<file path="src/rtl/mwb_pkg.sv">
`timescale 1ns/1ps
package mwb_pkg;
  // Entry indices; the miss entry wins arbitration, so its index is lower.
  localparam int unsigned SLOT_MISS = 0;
  localparam int unsigned SLOT_WB   = 1;
  localparam int unsigned NSLOT     = 2;

  typedef enum logic [1:0] {
    DEST_NONE = 2'd0,
    DEST_MISS = 2'd1,
    DEST_WB   = 2'd2
  } dest_e;
endpackage

</file>
<file path="src/rtl/mwb_route.sv">
`timescale 1ns/1ps
module mwb_route #(
  parameter bit WRITE_ALLOCATE = 1'b1
) (
  input  logic          req_valid,
  input  logic          req_write,
  input  logic          req_uncached,
  input  logic          req_posted,
  output mwb_pkg::dest_e dest,
  output logic          fill,
  output logic          has_target
);
  import mwb_pkg::*;

  logic bypass;
  assign bypass = req_write && (req_uncached || req_posted || !WRITE_ALLOCATE);

  always_comb begin
    if (!req_valid)  dest = DEST_NONE;
    else if (bypass) dest = DEST_WB;
    else             dest = DEST_MISS;
  end

  // Only a cacheable request in the miss entry becomes a line fill.
  assign fill       = req_valid && !bypass && !req_uncached;
  assign has_target = !req_posted;
endmodule

</file>
<file path="src/rtl/mwb_slot.sv">
`timescale 1ns/1ps
module mwb_slot #(
  parameter int unsigned PW = 8
) (
  input  logic          clk,
  input  logic          rst,
  input  logic          alloc,
  input  logic          alloc_posted,
  input  logic          alloc_target,
  input  logic [PW-1:0] alloc_pl,
  input  logic          issue,
  input  logic          rsp,
  input  logic          squash,
  output logic          valid,
  output logic          in_svc,
  output logic          has_target,
  output logic          posted,
  output logic [PW-1:0] pl
);
  logic take;
  assign take = alloc && !valid;

  always_ff @(posedge clk) begin
    if (rst) begin
      valid      <= 1'b0;
      in_svc     <= 1'b0;
      has_target <= 1'b0;
      posted     <= 1'b0;
    end else if (rsp && valid) begin
      valid      <= 1'b0;
      in_svc     <= 1'b0;
      has_target <= 1'b0;
    end else if (issue && valid && !in_svc) begin
      if (posted) begin
        valid      <= 1'b0;
        has_target <= 1'b0;
      end else begin
        in_svc <= 1'b1;
      end
    end else if (squash && valid) begin
      has_target <= 1'b0;
      if (!in_svc) valid <= 1'b0;
    end else if (take) begin
      valid      <= 1'b1;
      in_svc     <= 1'b0;
      has_target <= alloc_target;
      posted     <= alloc_posted;
    end
  end

  // Payload has no reset so it maps onto plain storage.
  always_ff @(posedge clk) begin
    if (take) pl <= alloc_pl;
  end
endmodule

</file>
<file path="src/rtl/mwb_pick.sv">
`timescale 1ns/1ps
module mwb_pick #(
  parameter int unsigned N  = 2,
  parameter int unsigned IW = 1
) (
  input  logic [N-1:0]  pend,
  output logic          any,
  output logic [IW-1:0] sel
);
  // Fixed priority: lowest index pending wins.
  always_comb begin
    sel = '0;
    for (int i = N - 1; i >= 0; i--) begin
      if (pend[i]) sel = IW'(i);
    end
  end
  assign any = |pend;
endmodule

</file>
<file path="src/rtl/mwb_buffer.sv">
`timescale 1ns/1ps
module mwb_buffer #(
  parameter int unsigned AW             = 32,
  parameter int unsigned DW             = 32,
  parameter int unsigned CW             = 4,
  parameter int unsigned TW             = 2,
  parameter int unsigned BLK_BYTES      = 32,
  parameter bit          WRITE_ALLOCATE = 1'b1,
  parameter logic [CW-1:0] FILL_CMD     = 4'hA,
  parameter logic [CW-1:0] WB_CMD       = 4'hB
) (
  input  logic          clk,
  input  logic          rst,
  input  logic          cpu_req_valid,
  input  logic [AW-1:0] cpu_req_addr,
  input  logic          cpu_req_write,
  input  logic          cpu_req_uncached,
  input  logic          cpu_req_posted,
  input  logic [TW-1:0] cpu_req_thread,
  input  logic [CW-1:0] cpu_req_cmd,
  input  logic [DW-1:0] cpu_req_data,
  input  logic          wbk_valid,
  input  logic [AW-1:0] wbk_addr,
  input  logic [TW-1:0] wbk_thread,
  input  logic          wbk_compressed,
  input  logic [DW-1:0] wbk_data,
  output logic          stall_miss,
  output logic          stall_wb,
  output logic          mem_want_miss,
  output logic          mem_want_wb,
  output logic          mem_offer_valid,
  output logic          mem_offer_is_wb,
  output logic [AW-1:0] mem_offer_addr,
  output logic [CW-1:0] mem_offer_cmd,
  output logic          mem_offer_fill,
  output logic          mem_offer_posted,
  output logic          mem_offer_compressed,
  output logic [TW-1:0] mem_offer_thread,
  output logic [DW-1:0] mem_offer_data,
  input  logic          mem_issue,
  input  logic          mem_rsp_valid,
  input  logic          mem_rsp_to_wb,
  input  logic [DW-1:0] mem_rsp_data,
  input  logic          squash_valid,
  input  logic [TW-1:0] squash_thread,
  output logic          reply_valid,
  output logic [TW-1:0] reply_thread,
  output logic [CW-1:0] reply_cmd,
  output logic [DW-1:0] reply_data,
  output logic          alloc_err
);
  import mwb_pkg::*;

  // Payload layout: {write, fill, compressed, thread, addr, cmd, data}
  localparam int unsigned C_LSB   = DW;
  localparam int unsigned A_LSB   = C_LSB + CW;
  localparam int unsigned T_LSB   = A_LSB + AW;
  localparam int unsigned CMP_BIT = T_LSB + TW;
  localparam int unsigned FIL_BIT = CMP_BIT + 1;
  localparam int unsigned WR_BIT  = FIL_BIT + 1;
  localparam int unsigned PW      = WR_BIT + 1;
  localparam logic [AW-1:0] OFF_MASK = AW'(BLK_BYTES - 1);

  // ---------------- routing of new requests ----------------
  dest_e          cpu_dest;
  logic           cpu_fill, cpu_target;
  logic [AW-1:0]  cpu_addr_use;
  logic [PW-1:0]  cpu_pl, wbk_pl;

  mwb_route #(.WRITE_ALLOCATE(WRITE_ALLOCATE)) route_i (
    .req_valid    (cpu_req_valid),
    .req_write    (cpu_req_write),
    .req_uncached (cpu_req_uncached),
    .req_posted   (cpu_req_posted),
    .dest         (cpu_dest),
    .fill         (cpu_fill),
    .has_target   (cpu_target)
  );

  assign cpu_addr_use = cpu_req_posted ? cpu_req_addr : (cpu_req_addr & ~OFF_MASK);
  assign cpu_pl = {cpu_req_write, cpu_fill, 1'b0, cpu_req_thread,
                   cpu_addr_use, cpu_req_cmd, cpu_req_data};
  assign wbk_pl = {1'b1, 1'b0, wbk_compressed, wbk_thread,
                   wbk_addr, WB_CMD, wbk_data};

  // ---------------- entry storage ----------------
  logic [NSLOT-1:0] s_alloc, s_posted_in, s_target_in, s_issue, s_rsp, s_squash;
  logic [NSLOT-1:0] s_valid, s_in_svc, s_target, s_posted, s_pend;
  logic [PW-1:0]    s_pl_in [NSLOT];
  logic [PW-1:0]    s_pl    [NSLOT];

  logic cpu_to_miss, cpu_to_wb, wb_clash;
  assign cpu_to_miss = (cpu_dest == DEST_MISS);
  assign cpu_to_wb   = (cpu_dest == DEST_WB);
  assign wb_clash    = cpu_to_wb && wbk_valid;

  assign s_alloc[SLOT_MISS]     = cpu_to_miss;
  assign s_posted_in[SLOT_MISS] = cpu_req_posted;
  assign s_target_in[SLOT_MISS] = cpu_target;
  assign s_pl_in[SLOT_MISS]     = cpu_pl;

  assign s_alloc[SLOT_WB]       = (cpu_to_wb || wbk_valid) && !wb_clash;
  assign s_posted_in[SLOT_WB]   = wbk_valid ? 1'b1 : cpu_req_posted;
  assign s_target_in[SLOT_WB]   = wbk_valid ? 1'b0 : cpu_target;
  assign s_pl_in[SLOT_WB]       = wbk_valid ? wbk_pl : cpu_pl;

  // ---------------- offer arbitration ----------------
  logic                     offer_any;
  logic [$clog2(NSLOT)-1:0] offer_sel;

  mwb_pick #(.N(NSLOT), .IW($clog2(NSLOT))) pick_i (
    .pend (s_pend),
    .any  (offer_any),
    .sel  (offer_sel)
  );

  logic squash_hit;
  assign squash_hit = squash_valid &&
                      (s_pl[SLOT_MISS][T_LSB +: TW] == squash_thread);

  genvar g;
  generate
    for (g = 0; g < NSLOT; g++) begin : g_slot
      assign s_issue[g]  = mem_issue && offer_any && (offer_sel == g);
      assign s_rsp[g]    = mem_rsp_valid && (mem_rsp_to_wb == (g == SLOT_WB));
      assign s_squash[g] = (g == SLOT_MISS) ? squash_hit : 1'b0;
      assign s_pend[g]   = s_valid[g] && !s_in_svc[g];

      mwb_slot #(.PW(PW)) slot_i (
        .clk          (clk),
        .rst          (rst),
        .alloc        (s_alloc[g]),
        .alloc_posted (s_posted_in[g]),
        .alloc_target (s_target_in[g]),
        .alloc_pl     (s_pl_in[g]),
        .issue        (s_issue[g]),
        .rsp          (s_rsp[g]),
        .squash       (s_squash[g]),
        .valid        (s_valid[g]),
        .in_svc       (s_in_svc[g]),
        .has_target   (s_target[g]),
        .posted       (s_posted[g]),
        .pl           (s_pl[g])
      );
    end
  endgenerate

  // ---------------- cache and bus side flags ----------------
  assign stall_miss    = s_valid[SLOT_MISS];
  assign stall_wb      = s_valid[SLOT_WB];
  assign mem_want_miss = s_pend[SLOT_MISS];
  assign mem_want_wb   = s_pend[SLOT_WB];

  logic [PW-1:0] opl;
  assign opl = s_pl[offer_sel];

  assign mem_offer_valid      = offer_any;
  assign mem_offer_is_wb      = (offer_sel == SLOT_WB);
  assign mem_offer_addr       = opl[A_LSB +: AW];
  assign mem_offer_fill       = opl[FIL_BIT];
  assign mem_offer_cmd        = opl[FIL_BIT] ? FILL_CMD : opl[C_LSB +: CW];
  assign mem_offer_posted     = s_posted[offer_sel];
  assign mem_offer_compressed = opl[CMP_BIT];
  assign mem_offer_thread     = opl[T_LSB +: TW];
  assign mem_offer_data       = opl[DW-1:0];

  // ---------------- reply and error registers ----------------
  logic [PW-1:0] rpl;
  logic          rsp_idx;
  logic          err_d;
  assign rsp_idx = mem_rsp_to_wb;
  assign rpl     = s_pl[rsp_idx];
  assign err_d   = (cpu_to_miss && s_valid[SLOT_MISS]) ||
                   ((cpu_to_wb || wbk_valid) && s_valid[SLOT_WB]) ||
                   wb_clash;

  always_ff @(posedge clk) begin
    if (rst) begin
      reply_valid  <= 1'b0;
      reply_thread <= '0;
      reply_cmd    <= '0;
      reply_data   <= '0;
      alloc_err    <= 1'b0;
    end else begin
      reply_valid  <= mem_rsp_valid && s_valid[rsp_idx] &&
                      s_target[rsp_idx] && !rpl[FIL_BIT];
      reply_thread <= rpl[T_LSB +: TW];
      reply_cmd    <= rpl[C_LSB +: CW];
      reply_data   <= rpl[WR_BIT] ? '0 : mem_rsp_data;
      alloc_err    <= err_d;
    end
  end
endmodule

</file>
<file path="config.mk">
export PLATFORM = sky130hd
export DESIGN_NAME = mwb_buffer
export DESIGN_NICKNAME = d
export VERILOG_FILES = /design/src/rtl/mwb_pkg.sv /design/src/rtl/mwb_route.sv /design/src/rtl/mwb_slot.sv /design/src/rtl/mwb_pick.sv /design/src/rtl/mwb_buffer.sv
export SDC_FILE = /design/constraint.sdc
export NUM_CORES = 1
export LEC_CHECK = 0
export BUFFER_PORTS_ARGS = -buffer_cell sky130_fd_sc_hd__buf_2
export CAP_MARGIN = 20
export CORE_MARGIN = 2
export CORE_UTILIZATION = 49
export DETAILED_ROUTE_END_ITERATION = 10
export PLACE_DENSITY = 0.77
export SLEW_MARGIN = 20
export SYNTH_ARGS = -nofsm -noshare
export SYNTH_HDL_FRONTEND = slang
export SYNTH_SLANG_ARGS = --single-unit
</file>
<file path="constraint.sdc">
create_clock -name clk -period 4.87 [get_ports clk]
set_input_delay 1.461 -clock clk [delete_from_list [all_inputs] [get_ports clk]]
set_output_delay 1.461 -clock clk [all_outputs]
set_load 0.03 [all_outputs]
</file>
==> metrics.txt <==
GRT Total Usage=0.2179; Post-Synthesis Cells=624; CTS clock-pin slew for the worst setup and hold paths=70 ps; ys flop type=edfxtp_1; Mapped Area=0.007821 mm2; Crit Path Category=reg2out; final hold viol count=0; IO Pins=301; antenna violations before repair=0; Clock Path Buffers=2; post-route cell area=0.01012 mm2; cts bufs inserted=17; Die W=130.3 um; Yosys Warn Count=0; global-route wire length before repair=27680 um; GR Layer Usage met3=0.07913; Remaining Overflow, GRT=0; relative slew slack=0.4716; DP Cell Count=1120; share of cells above drive strength 1=0.4551; Die Y=130.3 um; Syn Nets=808; HP Class=reg2reg; First DRT Iteration DRCs=289; post-synth cell types=40; Least-Margin Pin Slew=792.5 ps; # DRC=0; register area share after synthesis=0.6796; core area=0.01577 mm2; fin cells=1153; P&R area growth vs syn=29.40%; clock period minus worst slack=3518 ps; WL/cell=16.22 um; Vias=5653; GR peak layer=met2; htree depth=4; CP Max Fanout=48; Setup-failing EPs final=0; Root Driver=clkbuf_16; Setup Buffers After CTS=0; port bufs=300; period utilisation layout=0.7224; drt pass-1 iters=4; number of global-route vias before repair=5642; Startpoint Class=flip-flop; LEAKAGE=0.004579 uW; via-per-instance ratio=4.903; final net count=1107; flops & latches, synth=193; antenna-violating nets left=0; hpwl dp=13310 um; most frequent cells in the layout=300 x buf_2, 214 x nand2_1, 145 x edfxtp_1; RSZ-0062 raised after global routing=no; Worst Setup End Kind=primary output; clk_skew=8.588 ps; Final Max Slew Viols=0; status=finished, final reports clean; ys async rst share=0; Placed Instance Area=0.009507 mm2; GP Congestion=0.8643; Crit path arrival time=2060 ps; maxcap violations=0; setup TNS=0 ps; CTS tree=done; maximum operating frequency=284.3 MHz; largest net degree at the start of global routing=49; # rows=46; GR Util met2=0.4047; met1 Usage GRT=0.2226; die area=0.01699 mm2; Clk Latency, worst-skew pair=420 ps; CP Data Required Time=3410 ps; syn avg cell area=12.53 um2; clk sinks=193; post-CTS sizing=0; Fillers=1281; Post-Route WL=18700 um; Hold Buf Count CTS=0; Post-synth EDFFs=145; worst vdd ir=0.0002467 V; commonest non-fill, non-tap cell in the layout=buf_2; initial core utilization=0.4960; Final Util=0.6418; power per cell area=404.6 mW/mm2
==> cell type report <==
cell class	instances	area, um2	share of cell area
clock inverter	8	86.33	0.008530
multi-input combinational	388	2281	0.2254
clock buffer	24	525.5	0.05192
inverter	13	51.30	0.005069
timing repair buffer	310	1589	0.1570
tap	216	270.3	0.02670
antenna	1	2.502	0.0002472
sequential	193	5315	0.5252
==> path summary, 6_finish.rpt <==
check / startpoint / endpoint / slack [ps] / cells after the start
setup reg to reg: g_slot[0].slot_i.valid / g_slot[0].slot_i.valid / 2970 / 5
hold / removal: g_slot[0].slot_i.posted / g_slot[0].slot_i.posted / 480 / 2
hold reg to reg: g_slot[0].slot_i.posted / g_slot[0].slot_i.posted / 480 / 2
setup / recovery: g_slot[1].slot_i.valid / mem_offer_addr[1] / 1350 / 8
==> state kept, by name (all words and copies together), names as in the netlist, 2 cells and up <==
register                  count
g_slot.slot_i.has_target      2
g_slot.slot_i.in_svc          2
g_slot.slot_i.pl            145
g_slot.slot_i.posted          2
g_slot.slot_i.valid           2
reply_cmd                     4
reply_data                   32
reply_thread                  2
==> power by group <==
| part | total (uW) | switching (uW) | internal (uW) | leakage [uW] |
|---|---|---|---|---|
| clock network | 1400 | 586 | 818 | 0.000297 |
| registers | 1950 | 35.0 | 1910 | 0.00177 |
| logic | 745 | 505 | 240 | 0.00251 |
| total | 4090 | 1130 | 2970 | 0.00458 |
==> logic make-up after synthesis <==
kind of cell | synth area share
AOI/OAI and AO/OA | 0.02304
xor gates and xnor gates | 0.002240
adders and majority gates | 0.003199
buffers and inverters | 0.02879
DFF | 0.6796
muxes | 0.1027
and+or+nand+nor | 0.1605
==> cell usage after synthesis (2+ instances only) <==
library cell | number | area (um2)
a211oi_1 | 3 | 22.52
nor2b_1 | 2 | 12.51
mux2i_1 | 6 | 60.06
and2_1 | 38 | 237.7
ha_1 | 2 | 25.02
edfxtp_1 | 145 | 4354
clkbuf_1 | 4 | 15.01
inv_1 | 8 | 30.03
nand3_1 | 3 | 15.01
inv_2 | 4 | 15.01
a21oi_1 | 7 | 35.03
mux2_2 | 66 | 743.2
buf_2 | 20 | 100.1
nand2_1 | 214 | 803.3
buf_6 | 4 | 45.04
a21oi_2 | 3 | 26.28
or2_2 | 4 | 25.02
nand2b_2 | 2 | 17.52
o21ai_0 | 2 | 10.01
nor3_1 | 4 | 20.02
dfxtp_1 | 48 | 960.9
nand4_1 | 2 | 12.51
o21a_1 | 2 | 15.01
buf_4 | 2 | 15.01
a31oi_1 | 4 | 25.02
nor2_1 | 10 | 37.54
xnor2_1 | 2 | 17.52
==> worst max-delay path: stages, from the launching register on <==
cell and delay [ps]:
dfxtp_1 450, nand2b_2 110, clkinv_2 60, nand2_2 60, inv_2 50, buf_4 450, nand2_1 120, nand2_1 110
buf_2 210
==> through the flow <==
step / setup slack, ps / power [uW] / hold slack (ps)
3_3_place_gp: 1457 / 2721 / 469.2
3_5_place_dp: 1410 / 2735 / 465.3
5_1_grt: 1159 / 4259 / 495.6
6_report: 1352 / 4095 / 480.5
2_1_floorplan: 765.0 / 2466 / 435.8
4_1_cts: 1280 / 4138 / 478.2
==> layer usage <==
metal,up-vias,share of wire,routed length (um)
met2,236,0.53,9859
li1,2731,-,-
met4,0,0.020,374
met1,2659,0.36,6769
met5,-,0,0
met3,27,0.091,1699
Power figures use the tool's default switching activity.
